[src/rtl/fic_pkg.sv]
package fic_pkg;
  // register address bases
  localparam int FLAG_BASE = 'h00;
  localparam int MASK_BASE = 'h10;
  localparam int THR_BASE  = 'h20;

  // threshold kinds; also the flag bit positions inside an attribute flag register
  localparam int K_HA  = 0;
  localparam int K_LA  = 1;
  localparam int K_HW  = 2;
  localparam int K_LW  = 3;
  localparam int NKIND = 4;

  // flag register groups
  localparam int GRP_LOS   = 0;
  localparam int GRP_FLT   = 1;
  localparam int GRP_ATTR0 = 2;

  function automatic int max2(input int a, input int b);
    return (a > b) ? a : b;
  endfunction

  function automatic bit is_high_kind(input int k);
    return (k == K_HA) || (k == K_HW);
  endfunction
endpackage

[src/rtl/fic_thr_cmp.sv]
module fic_thr_cmp
  import fic_pkg::*;
#(
  parameter int DW = 16
) (
  input  logic [DW-1:0]    reading,
  input  logic [DW-1:0]    thr_ha,
  input  logic [DW-1:0]    thr_la,
  input  logic [DW-1:0]    thr_hw,
  input  logic [DW-1:0]    thr_lw,
  output logic [NKIND-1:0] viol
);
  always_comb begin
    viol        = '0;
    viol[K_HA]  = reading > thr_ha;
    viol[K_LA]  = reading < thr_la;
    viol[K_HW]  = reading > thr_hw;
    viol[K_LW]  = reading < thr_lw;
  end

  // with ordered limits a reading cannot be above and below at once
  always_comb begin
    if (thr_la <= thr_ha) begin
      a_r2_no_double_alarm: assert (!(viol[K_HA] && viol[K_LA]));
    end
  end
endmodule

[src/rtl/fic_sticky.sv]
module fic_sticky #(
  parameter int W = 4
) (
  input  logic         clk,
  input  logic         rst,
  input  logic [W-1:0] set_i,
  input  logic         clr_i,
  output logic [W-1:0] flag_o
);
  logic [W-1:0] flag_q;

  always_ff @(posedge clk) begin
    if (rst) flag_q <= '0;
    else     flag_q <= (flag_q & ~{W{clr_i}}) | set_i;
  end

  assign flag_o = flag_q;

  // a set flag without a clear stays set
  a_r4_sticky_hold: assert property (@(posedge clk) disable iff (rst)
    (!$past(rst) && !$past(clr_i)) |-> ((($past(flag_q)) & ~flag_q) == '0));

  // an active cause always leaves the flag set, even across a clear
  a_r6_set_wins: assert property (@(posedge clk) disable iff (rst)
    !$past(rst) |-> ((($past(set_i)) & ~flag_q) == '0));
endmodule

[src/rtl/fic_regs.sv]
module fic_regs
  import fic_pkg::*;
#(
  parameter int DW       = 16,
  parameter int AW       = 8,
  parameter int NUM_ATTR = 5,
  parameter int NGRP     = 7,
  parameter int GRP_W    = 4,
  localparam int NTHR    = NUM_ATTR * NKIND
) (
  input  logic                  clk,
  input  logic                  rst,
  input  logic                  wr_en,
  input  logic [AW-1:0]         addr,
  input  logic [DW-1:0]         wdata,
  output logic [NTHR*DW-1:0]    thr_flat,
  output logic [NGRP*GRP_W-1:0] mask_flat,
  output logic [DW-1:0]         cfg_rdata,
  output logic                  cfg_hit
);
  logic [DW-1:0]    thr_q  [NTHR];
  logic [GRP_W-1:0] mask_q [NGRP];

  for (genvar i = 0; i < NTHR; i++) begin : g_thr
    localparam logic [DW-1:0] RST_VAL = is_high_kind(i % NKIND) ? '1 : '0;
    always_ff @(posedge clk) begin
      if (rst)                                     thr_q[i] <= RST_VAL;
      else if (wr_en && addr == AW'(THR_BASE + i)) thr_q[i] <= wdata;
    end
    assign thr_flat[i*DW +: DW] = thr_q[i];
  end

  for (genvar g = 0; g < NGRP; g++) begin : g_mask
    always_ff @(posedge clk) begin
      if (rst)                                      mask_q[g] <= '0;
      else if (wr_en && addr == AW'(MASK_BASE + g)) mask_q[g] <= wdata[GRP_W-1:0];
    end
    assign mask_flat[g*GRP_W +: GRP_W] = mask_q[g];
  end

  always_comb begin
    cfg_rdata = '0;
    cfg_hit   = 1'b0;
    for (int i = 0; i < NTHR; i++) begin
      if (addr == AW'(THR_BASE + i)) begin
        cfg_rdata = thr_q[i];
        cfg_hit   = 1'b1;
      end
    end
    for (int g = 0; g < NGRP; g++) begin
      if (addr == AW'(MASK_BASE + g)) begin
        cfg_rdata[GRP_W-1:0] = mask_q[g];
        cfg_hit              = 1'b1;
      end
    end
  end
endmodule

[src/rtl/fic_ctrl.sv]
module fic_ctrl
  import fic_pkg::*;
#(
  parameter int NUM_ATTR = 5,
  parameter int NUM_CH   = 4,
  parameter int DW       = 16,
  parameter int AW       = 8
) (
  input  logic                   clk,
  input  logic                   rst,
  input  logic [NUM_ATTR*DW-1:0] attr_rd,
  input  logic [NUM_CH-1:0]      ch_los,
  input  logic [NUM_CH-1:0]      ch_fault,
  input  logic [AW-1:0]          reg_addr,
  input  logic                   reg_wr,
  input  logic                   reg_rd,
  input  logic [DW-1:0]          reg_wdata,
  output logic [DW-1:0]          reg_rdata,
  output logic                   int_n
);
  localparam int NGRP  = GRP_ATTR0 + NUM_ATTR;
  localparam int GRP_W = max2(NUM_CH, NKIND);
  localparam int NTHR  = NUM_ATTR * NKIND;

  logic [NTHR*DW-1:0]    thr_flat;
  logic [NGRP*GRP_W-1:0] mask_flat;
  logic [DW-1:0]         cfg_rdata;
  logic                  cfg_hit;
  logic [NKIND-1:0]      viol  [NUM_ATTR];
  logic [GRP_W-1:0]      cond  [NGRP];
  logic [GRP_W-1:0]      flags [NGRP];
  logic [NGRP-1:0]       clr;
  logic                  pend;
  logic [DW-1:0]         rd_mux;
  logic [DW-1:0]         rdata_q;
  logic                  int_n_q;

  fic_regs #(
    .DW(DW), .AW(AW), .NUM_ATTR(NUM_ATTR), .NGRP(NGRP), .GRP_W(GRP_W)
  ) regs_i (
    .clk(clk), .rst(rst), .wr_en(reg_wr), .addr(reg_addr), .wdata(reg_wdata),
    .thr_flat(thr_flat), .mask_flat(mask_flat),
    .cfg_rdata(cfg_rdata), .cfg_hit(cfg_hit)
  );

  for (genvar a = 0; a < NUM_ATTR; a++) begin : g_cmp
    localparam int TB = a * NKIND;
    fic_thr_cmp #(.DW(DW)) cmp_i (
      .reading(attr_rd[a*DW +: DW]),
      .thr_ha (thr_flat[(TB + K_HA)*DW +: DW]),
      .thr_la (thr_flat[(TB + K_LA)*DW +: DW]),
      .thr_hw (thr_flat[(TB + K_HW)*DW +: DW]),
      .thr_lw (thr_flat[(TB + K_LW)*DW +: DW]),
      .viol   (viol[a])
    );
  end

  always_comb begin
    for (int g = 0; g < NGRP; g++) cond[g] = '0;
    cond[GRP_LOS][NUM_CH-1:0] = ch_los;
    cond[GRP_FLT][NUM_CH-1:0] = ch_fault;
    for (int a = 0; a < NUM_ATTR; a++) cond[GRP_ATTR0 + a][NKIND-1:0] = viol[a];
  end

  for (genvar g = 0; g < NGRP; g++) begin : g_flag
    assign clr[g] = reg_rd && (reg_addr == AW'(FLAG_BASE + g));
    fic_sticky #(.W(GRP_W)) sticky_i (
      .clk(clk), .rst(rst), .set_i(cond[g]), .clr_i(clr[g]), .flag_o(flags[g])
    );
  end

  always_comb begin
    rd_mux = cfg_hit ? cfg_rdata : '0;
    for (int g = 0; g < NGRP; g++) begin
      if (reg_addr == AW'(FLAG_BASE + g)) rd_mux[GRP_W-1:0] = flags[g];
    end
  end

  always_comb begin
    pend = 1'b0;
    for (int g = 0; g < NGRP; g++) pend |= |(flags[g] & ~mask_flat[g*GRP_W +: GRP_W]);
  end

  always_ff @(posedge clk) begin
    if (rst) begin
      rdata_q <= '0;
      int_n_q <= 1'b1;
    end else begin
      if (reg_rd) rdata_q <= rd_mux;
      int_n_q <= ~pend;
    end
  end

  assign reg_rdata = rdata_q;
  assign int_n     = int_n_q;

  // a pending unmasked flag drives the line low on the next cycle
  a_r7_int_assert: assert property (@(posedge clk) disable iff (rst)
    (!$past(rst) && $past(pend)) |-> !int_n);

  // once nothing is pending the line releases on the next cycle
  a_r8_int_release: assert property (@(posedge clk) disable iff (rst)
    (!int_n && !pend) |=> int_n);

  // read data only moves on a read strobe
  a_r5_rdata_hold: assert property (@(posedge clk) disable iff (rst)
    (!$past(rst) && !$past(reg_rd)) |-> $stable(reg_rdata));
endmodule

[config.mk]
export PLATFORM = sky130hd
export DESIGN_NAME = fic_ctrl
export DESIGN_NICKNAME = d
export VERILOG_FILES = /design/src/rtl/fic_pkg.sv /design/src/rtl/fic_thr_cmp.sv /design/src/rtl/fic_sticky.sv /design/src/rtl/fic_regs.sv /design/src/rtl/fic_ctrl.sv
export SDC_FILE = /design/constraint.sdc
export NUM_CORES = 1
export LEC_CHECK = 0
export BUFFER_PORTS_ARGS = -buffer_cell sky130_fd_sc_hd__buf_2
export CORE_AREA = 4 4 285 287
export CTS_CLUSTER_DIAMETER = 40
export DETAILED_ROUTE_END_ITERATION = 6
export DIE_AREA = 0 0 289 291
export GPL_TIMING_DRIVEN = 0
export MAX_ROUTING_LAYER = met4
export PLACE_DENSITY = 0.56
export SYNTH_ARGS = -nofsm -noshare
export SYNTH_HDL_FRONTEND = slang
export SYNTH_HIERARCHICAL = 1
export SYNTH_SLANG_ARGS = --single-unit
export TNS_END_PERCENT = 100
[constraint.sdc]
create_clock -name clk -period 4.45 [get_ports clk]
set_input_delay 0 -clock clk [delete_from_list [all_inputs] [get_ports clk]]
set_output_delay 0 -clock clk [all_outputs]
set_load 0.02 [all_outputs]
==> key figures, run 1 <==
Power
  • Clock share of power: 0.509
  • Overall Power: around 0.012 W
  • Max IR drop VDD: 0.275 mV
  • Psw: approximately 0.0035 W
  • Leakage: approximately 14 nW
  • Sw frac: 0.283
  • Sequential share of power: 0.359
  • P_int: around 0.0088 W
  • Comb pwr share: 0.132
  • Power Dens Cells: ~380 nW/um2

Synth
  • Synth Register Bits: 393
  • Synth area leader: edfxtp_1
  • Top post-synthesis cells by area: edfxtp_1 (38%), ha_1 (14%), inv_1 (5.1%)
  • Main synth FF type: edfxtp_1
  • Syn Std Cell Area: between 20000 and 30000 um2
  • Avg Cell Area, Syn: approximately 10 um2
  • Post-synthesis sequential area ratio: 0.415
  • Count of cell types in the netlist: 84
  • Number of synthesized flops with an enable pin: 348
  • Warnings from Yosys: 6
  • Synth top area share: 0.382
  • Synth async-reset ratio: 0
  • Syn_nets: 3222
  • Synth Instances: roughly 2800

Flow run
  • Max_cap viols: 0

Global routing
  • Antenna violations before repair: 10
  • Global Route Usage Sum: 0.286
  • Grt ovf: 0
  • Vias in the first global route: roughly 22000
  • Global-route wire length before repair: 166 mm
  • Largest net degree at the start of global routing: 32

Clocking
  • Setup bufs post-CTS: 0
  • Htree depth: 3
  • CTS tree: done
  • CTS Buf Count: between 70 and 80
  • Clk root buf: clkbuf_16
  • Maximum root-to-sink buffer count: 3
  • Post-cts resize count: 0
  • CTS Sinks: 393
  • Clock transition at the registers of the reported paths: approximately 0.05 ns
  • Clock Latency Late Sink: approximately 0.63 ns

Layout
  • Area grow syn2layout: 18.2%
  • Fin area: roughly 32000 um2
  • Final design utilization: 0.411
  • Share of cells above drive strength 1: 0.180
  • Nets@finish: about 3400

Timing
  • Post-layout min period: around 3.8 ns
  • Final Slew Violations: 0
  • RSZ-0062 raised after global routing: no
  • PnR worst setup slack: 0.625 ns
  • Final hold viol count: 0
  • Setup Viol. Count Final: 0
  • Sum Neg Setup Slack: 0 ns
  • Fmax: between 0.2 and 0.3 GHz
  • Rel. slew slack: 0.0506
  • Clock skew: between 0.02 and 0.025 ns
  • Part of the cycle the worst path needs: 0.860
  • Slew at the pin closest to its max-slew limit: around 1.4 ns

Setup path
  • R2R Setup Slk: 1.75 ns
  • Crit. End Element: flip-flop
  • Reg2reg path depth: 9
  • Reg2reg start: regs_i/thr_q[3][1]
  • Crit Path Max Fanout: 10
  • Startpoint Class: primary input
  • R2r endpoint: reg_rdata[1]
  • Arrival time worst endpoint: 4.32 ns
  • Critical path class: primary input to flip-flop
  • Worst EP required: between 4 and 5 ns

Drt
  • Drt via density: roughly 5.7
  • Number of remaining DRC errors: 0
  • 1st-iter DRT viols: between 3000 and 4000
  • DRT Wirelength: between 100 and 150 mm
  • Vias: ~23000
  • WL per Instance: ~29 um
  • Detailed Routing Iterations Pass 1: 6
  • Antenna Violating Nets Remaining: 0

Min path
  • Hold_sp: attr_rd[63]
  • Hold Crit Endpoint: g_flag[5].sticky_i/flag_o[1]
  • HP Class: primary input to flip-flop
  • Hold Path Depth: 6

Placement
  • Post-Place Setup Slack: roughly 0.16 ns
  • GPL Wtd Cong: ~1.1
  • Number of buffers added on ports: approximately 120
  • Post-DP Area: between 20000 and 30000 um2
  • Dpl hpwl: a little over 90 mm

Floorplanning
  • Core box area: around 79000 um2
  • # rows: roughly 100
  • Die Area: ~84000 um2
  • # IOs: roughly 130
  • Starting density of the core: 0.348
  • Die X: between 200 and 300 um
  • Die Y: between 200 and 300 um

Status
  • Status: finished clean
worst max-delay path: stages:
cell and delay [ns]:
buf_2 0.30, buf_2 0.37, buf_1 1.08, buf_2 0.50
clkbuf_1 0.61, nor2_1 0.26, a222oi_1 0.53, o211ai_1 0.37
a21oi_1 0.22, nor2_1 0.05
placed cells by master, fill, tap and decap left out, drive strengths merged, types with 87 or more instances in the layout:
cell type	netlist	final
a21oi	229	229
and2	130	130
buf	43	162
clkbuf	100	187
edfxtp	348	348
ha	310	310
inv	371	386
nand2	136	136
nand2b	87	87
nor2	133	133
o21ai	88	88
or2	144	144
power groups by stage:
| stage | registers [W] | logic, W | clock network, W |
|---|---|---|---|
| floorplan | 0.00435 | 0.000914 | 0 |
| global placement | 0.00447 | 0.00155 | 0 |
| detailed placement | 0.00447 | 0.00157 | 0 |
| CTS | 0.00440 | 0.00159 | 0.00632 |
| global route | 0.00441 | 0.00175 | 0.00649 |
| finish | 0.00441 | 0.00162 | 0.00625 |
kinds of logic after synthesis:
kind of cell | share of synthesized area
DFF | 0.415
muxes | 0.0349
adders and majority gates | 0.142
AOI/OAI and AO/OA | 0.143
buffers and inverters | 0.0730
and+or+nand+nor | 0.192
metal layers:
metal | vias up | wire length [um] | track usage
li1 | 10500 | - | -
met1 | 11500 | 51400 | 0.394
met2 | 1226 | 51600 | 0.416
met3 | 223 | 11600 | 0.0587
met4 | 0 | 5130 | 0.105
met5 | - | 0 | -
synth_stat cells (12+ instances only):
master and n:
inv_1 371, mux2i_1 39, and3_1 45, nor2b_1 33, buf_2 31, a221oi_1 16, a211oi_1 21, and2_1 130
mux2_2 12, nor3_1 21, nor2_1 129, a31oi_1 12, nand2_1 135, o21ai_1 19, mux4_2 19, a21o_1 46
a21oi_1 221, a221o_1 14, or2_2 130, o22ai_1 41, clkbuf_1 99, nand3_1 47, o21ai_0 68, a22oi_1 20
dfxtp_1 45, nor3_2 19, ha_1 310, nand2b_1 87, nand4_1 54, nor4_1 19, edfxtp_1 348, a31o_2 14
through the flow:
stage                     cells  hold WS (ns)
after floorplan            2796        0.0691
after global placement     3963         0.242
after detailed placement   3965         0.246
after CTS                  4129       0.00252
after global routing       4131        0.0638
final                      4139        0.0177
final cells by class:
type / instances / area, um2
antenna: 10 / 25.0
buffer: 143 / 599
clock buffer: 87 / 2040
clock inverter: 55 / 738
fill: 7850 / 46300
inverter: 372 / 1400
multi-input combinational: 1888 / 14000
sequential: 393 / 11400
tap: 1050 / 1310
timing repair buffer: 141 / 836
registers in the layout, indices dropped and copies added (netlist names):
name,count
reg_rdata,16
regs_i/thr_q,320
g_flag.sticky_i/flag_o,28
int_n,1
regs_i/mask_q,28
worst max-delay path by stage:
stage	from	end	slack, ns	cells after the start
5_1_grt	reg_addr[1]	reg_rdata[11]	0.61	10
4_1_cts	reg_addr[1]	reg_rdata[11]	0.80	10
2_1_floorplan	reg_addr[7]	regs_i/thr_q[3][16]	2.27	4
3_5_place_dp	reg_addr[1]	reg_rdata[11]	0.16	10
3_3_place_gp	reg_addr[1]	reg_rdata[11]	0.13	10
6_report	reg_addr[1]	reg_rdata[11]	0.62	10
what timing repair did:
item	in CTS	in global routing
hold endpoints to repair	54	0
hold buffers	22	0
setup endpoints to repair	0	0
Power figures use the tool's default switching activity.
==> inputs of run 2 (changes only) <==
- CAP_MARGIN: not set -> 20
- CORE_AREA: 4 4 285 287 -> 4 4 281 283
- DIE_AREA: 0 0 289 291 -> 0 0 285 287
- SYNTH_HIERARCHICAL: 1 -> not set
==> run 2 against run 1 <==
Cell area is 0.65% lower. Non-clock buffer count rose by 51. Setup slack got worse by 0.29 ns. Register-to-register slack lost 0.10 ns. First-iteration DRC count fell by 12%. Sequential power about the same. Synthesized cell count is 3.8% lower. Die area fell by 2.7%. Critical path depth increased by 2. Critical path type unchanged. Critical endpoint unchanged.
==> key figures, run 2 <==
Status
  • Status: finished clean

Setup path
  • Slowest cell on crit path: a211oi_1
  • Crit. End Element: flip-flop
  • Crit path cell chain: buf_2, buf_2, buf_4, buf_2, buf_2, buf_2, o21ai_0, o211ai_1, o21ai_0, a211oi_1, o221ai_1, a22o_1
  • Critical path class: primary input to flip-flop
  • R2r endpoint: reg_rdata[10]
  • Reg2reg start: regs_i.thr_q[0][58]
  • Reg2reg path depth: 6 (-3)
  • Startpoint Class: primary input
  • Crit Path Max Fanout: 10 (unchanged)
  • Worst EP required: 4.95 ns (about the same)
  • Crit path largest cell delay: 0.93 ns (-0.15 ns)
  • R2R Setup Slk: 1.65 ns (-0.10 ns)
  • Arrival time worst endpoint: 4.62 ns (+0.30 ns)
  • Most Frequent Cell on Critical Path: buf_2

Timing
  • Final hold viol count: 0 (unchanged)
  • Rel. slew slack: 0.144 (+0.0930)
  • Slew at the pin closest to its max-slew limit: 1.28 ns (-0.140 ns)
  • RSZ-0062 raised after global routing: no
  • Setup Viol. Count Final: 0 (unchanged)
  • Fmax: 0.243 GHz (-7.0%)
  • Clock skew: 0.0237 ns (+0.000310 ns)
  • Post-layout min period: 4.11 ns (+0.290 ns)
  • PnR worst setup slack: 0.335 ns (-0.290 ns)
  • Final Slew Violations: 0 (unchanged)
  • Part of the cycle the worst path needs: 0.925 (+0.0651)

Drt
  • WL per Instance: 30.1 um (+4.0%)
  • Antenna Violating Nets Remaining: 0 (unchanged)
  • 1st-iter DRT viols: 2677 (-12%)
  • Vias: 23500 (+0.16%)
  • Number of remaining DRC errors: 0 (unchanged)
  • Detailed Routing Iterations Pass 1: 5 (-1)
  • DRT Wirelength: 122 mm (+2.0%)
  • Drt via density: 5.78 (+2.1%)

Placement
  • DP Cell Count: 3869 (-2.4%)
  • Number of buffers added on ports: 116 (-0.85%)
  • GPL Wtd Cong: 1.03 (-2.7%)
  • Dpl hpwl: 97.0 mm (+5.9%)
  • Post-Place Setup Slack: 0.0246 ns (-0.134 ns)

Synth
  • Syn Std Cell Area: 26600 um2 (-2.7%)
  • Syn_nets: 3115 (-3.3%)
  • Post-synth top cells: edfxtp_1 (348), inv_1 (339), ha_1 (310)
  • Synth area leader: edfxtp_1
  • Main synth FF type: edfxtp_1
  • Synth Register Bits: 393 (unchanged)
  • Warnings from Yosys: 0 (-6)
  • Top-count cell post-synth: edfxtp_1
  • Synth Instances: 2689 (-3.8%)
  • Number of synthesized flops with an enable pin: 348 (unchanged)
  • Post-synthesis sequential area ratio: 0.427 (+0.0116)
  • Avg Cell Area, Syn: 9.90 um2 (+1.1%)
  • Synth top area share: 0.393 (+0.0107)
  • Count of cell types in the netlist: 81 (-3.6%)
  • Synth async-reset ratio: 0 (unchanged)
  • Top post-synthesis cells by area: edfxtp_1 (39%), ha_1 (15%), inv_1 (4.8%)

Layout
  • Area grow syn2layout: 20.7%
  • Largest register FFs: 320 (unchanged)
  • Top reg by flops: regs_i.thr_q
  • Commonest non-fill, non-tap cell in the layout: edfxtp_1
  • Final design utilization: 0.419 (+0.00751)
  • Leading cell types in the layout, fill and taps excluded: edfxtp_1 (348), inv_1 (339), ha_1 (310)
  • Share of cells above drive strength 1: 0.165 (-0.0153)
  • Nets@finish: 3380 (-1.8%)
  • Finished Layout Cells: 4061 (-1.9%)
  • Fillers: 7530 (-4.1%)

Clocking
  • Clk root buf: clkbuf_16
  • Clock transition at the registers of the reported paths: 0.05 ns (about the same)
  • Setup bufs post-CTS: 0 (unchanged)
  • CTS tree: done
  • Maximum root-to-sink buffer count: 3 (unchanged)
  • CTS Sinks: 393 (unchanged)
  • Clock Latency Late Sink: 0.62 ns (about the same)
  • Htree depth: 3 (unchanged)
  • CTS Buf Count: 80 (+3.9%)

Min path
  • HP Class: primary input to flip-flop
  • Hold_sp: reg_wdata[10]
  • Hold Crit Endpoint: regs_i.thr_q[0][26]
  • Hold Path Depth: 2 (-4)

Power
  • Power Dens Cells: 378 nW/um2 (-0.43%)
  • Leakage: 13.9 nW (+1.1%)
  • Max IR drop VDD: 0.256 mV (-6.7%)

Floorplanning
  • Starting density of the core: 0.347 (-0.00103)
  • # IOs: 133 (unchanged)
  • Die X: 285 um (-1.4%)
  • # rows: 102 (-0.97%)
  • Core box area: 76700 um2 (-2.4%)
  • Die Area: 81800 um2 (-2.7%)
  • Die Y: 287 um (-1.4%)

Flow run
  • Max_cap viols: 0 (unchanged)

Global routing
  • Antenna violations before repair: 13 (+3)
  • Largest net degree at the start of global routing: 17 (-47%)
  • Global-route wire length before repair: 170 mm (+1.9%)
  • Grt ovf: 0 (unchanged)
  • Global Route Usage Sum: 0.299 (+0.0132)
  • Vias in the first global route: 22600 (+1.6%)
run 2: changes by cell type after synthesis, sizes merged, moves of 25 or more:
cell	before	now
a21oi	229	148
and2	130	86
nand2b	87	44
nand4	62	24
and3	45	81
a21o	46	78
inv	371	340
or3	7	37
or2	144	118
o21a	5	30
run 2: worst max-delay path by stage:
stage / startpoint / endpoint / cells after the start
4_1_cts: reg_addr[0] / reg_rdata[11] / 12
3_3_place_gp: rst / regs_i.thr_q[0][8] / 5
6_report: reg_addr[0] / reg_rdata[11] / 12
5_1_grt: reg_addr[0] / reg_rdata[11] / 12
2_1_floorplan: reg_addr[1] / regs_i.thr_q[4][16] / 7
3_5_place_dp: reg_addr[0] / reg_rdata[11] / 12
run 2: repair_timing:
action	in CTS	in global routing
endpoints found under the hold margin	45	0
gates resized for setup	0	0
hold buffers	41	0
run 2: worst max-delay path: cells and delay by family:
family / cells / cell delay, ns
AO/OA/AOI/OAI: 6 / 2.28
buffers and inverters: 6 / 2.31
run 2: routing by layer:
| layer | GRT usage | share of wire | routed length (um) | vias to the layer above |
|---|---|---|---|---|
| met2 | 0.455 | 0.44 | 53800 | 1290 |
| met4 | 0.106 | 0.040 | 4870 | 0 |
| met3 | 0.0534 | 0.094 | 11500 | 236 |
| li1 | - | - | - | 10300 |
| met5 | - | 0 | 0 | - |
| met1 | 0.404 | 0.43 | 52100 | 11600 |
run 2: cell families after synthesis:
logic type | synth area share
AO/OA/AOI/OAI | 0.167
adder cells (fa/ha/maj) | 0.146
buffers and inverters | 0.0729
flip-flops | 0.427
multiplexers | 0.0253
AND/OR/NAND/NOR | 0.162
run 2: power breakdown:
| group | leakage [nW] | internal [W] | switching [W] |
|---|---|---|---|
| clock | 1.31 | 0.00391 | 0.00218 |
| sequential | 3.77 | 0.00422 | 0.000197 |
| combinational | 8.85 | 0.000570 | 0.00107 |
run 2: area by class of cell:
cell class / count / area, um2 / area share
well taps: 1040 / 1300 / 0.0405
clock buffers: 97 / 2160 / 0.0673
clock inverters: 50 / 542 / 0.0169
diodes: 2 / 5.00 / 0.000156
plain buffers: 152 / 663 / 0.0207
inverters: 340 / 1280 / 0.0397
repair buffers: 183 / 1480 / 0.0461
multi-input cells: 1804 / 13300 / 0.415
flip-flops and latches: 393 / 11400 / 0.354
run 2: through the flow:
step | area, um2 | total power [W] | hold slack [ns] | setup TNS, ns
floorplan | 26600 | 0.00523 | 0.117 | 0
global placement | 28500 | 0.00597 | 0.210 | -0.172
detailed placement | 29000 | 0.00603 | 0.214 | 0
CTS | 32100 | 0.0121 | 0.00512 | 0
global route | 32100 | 0.0125 | 0.0316 | 0
finish | 32100 | 0.0121 | 0.000888 | 0
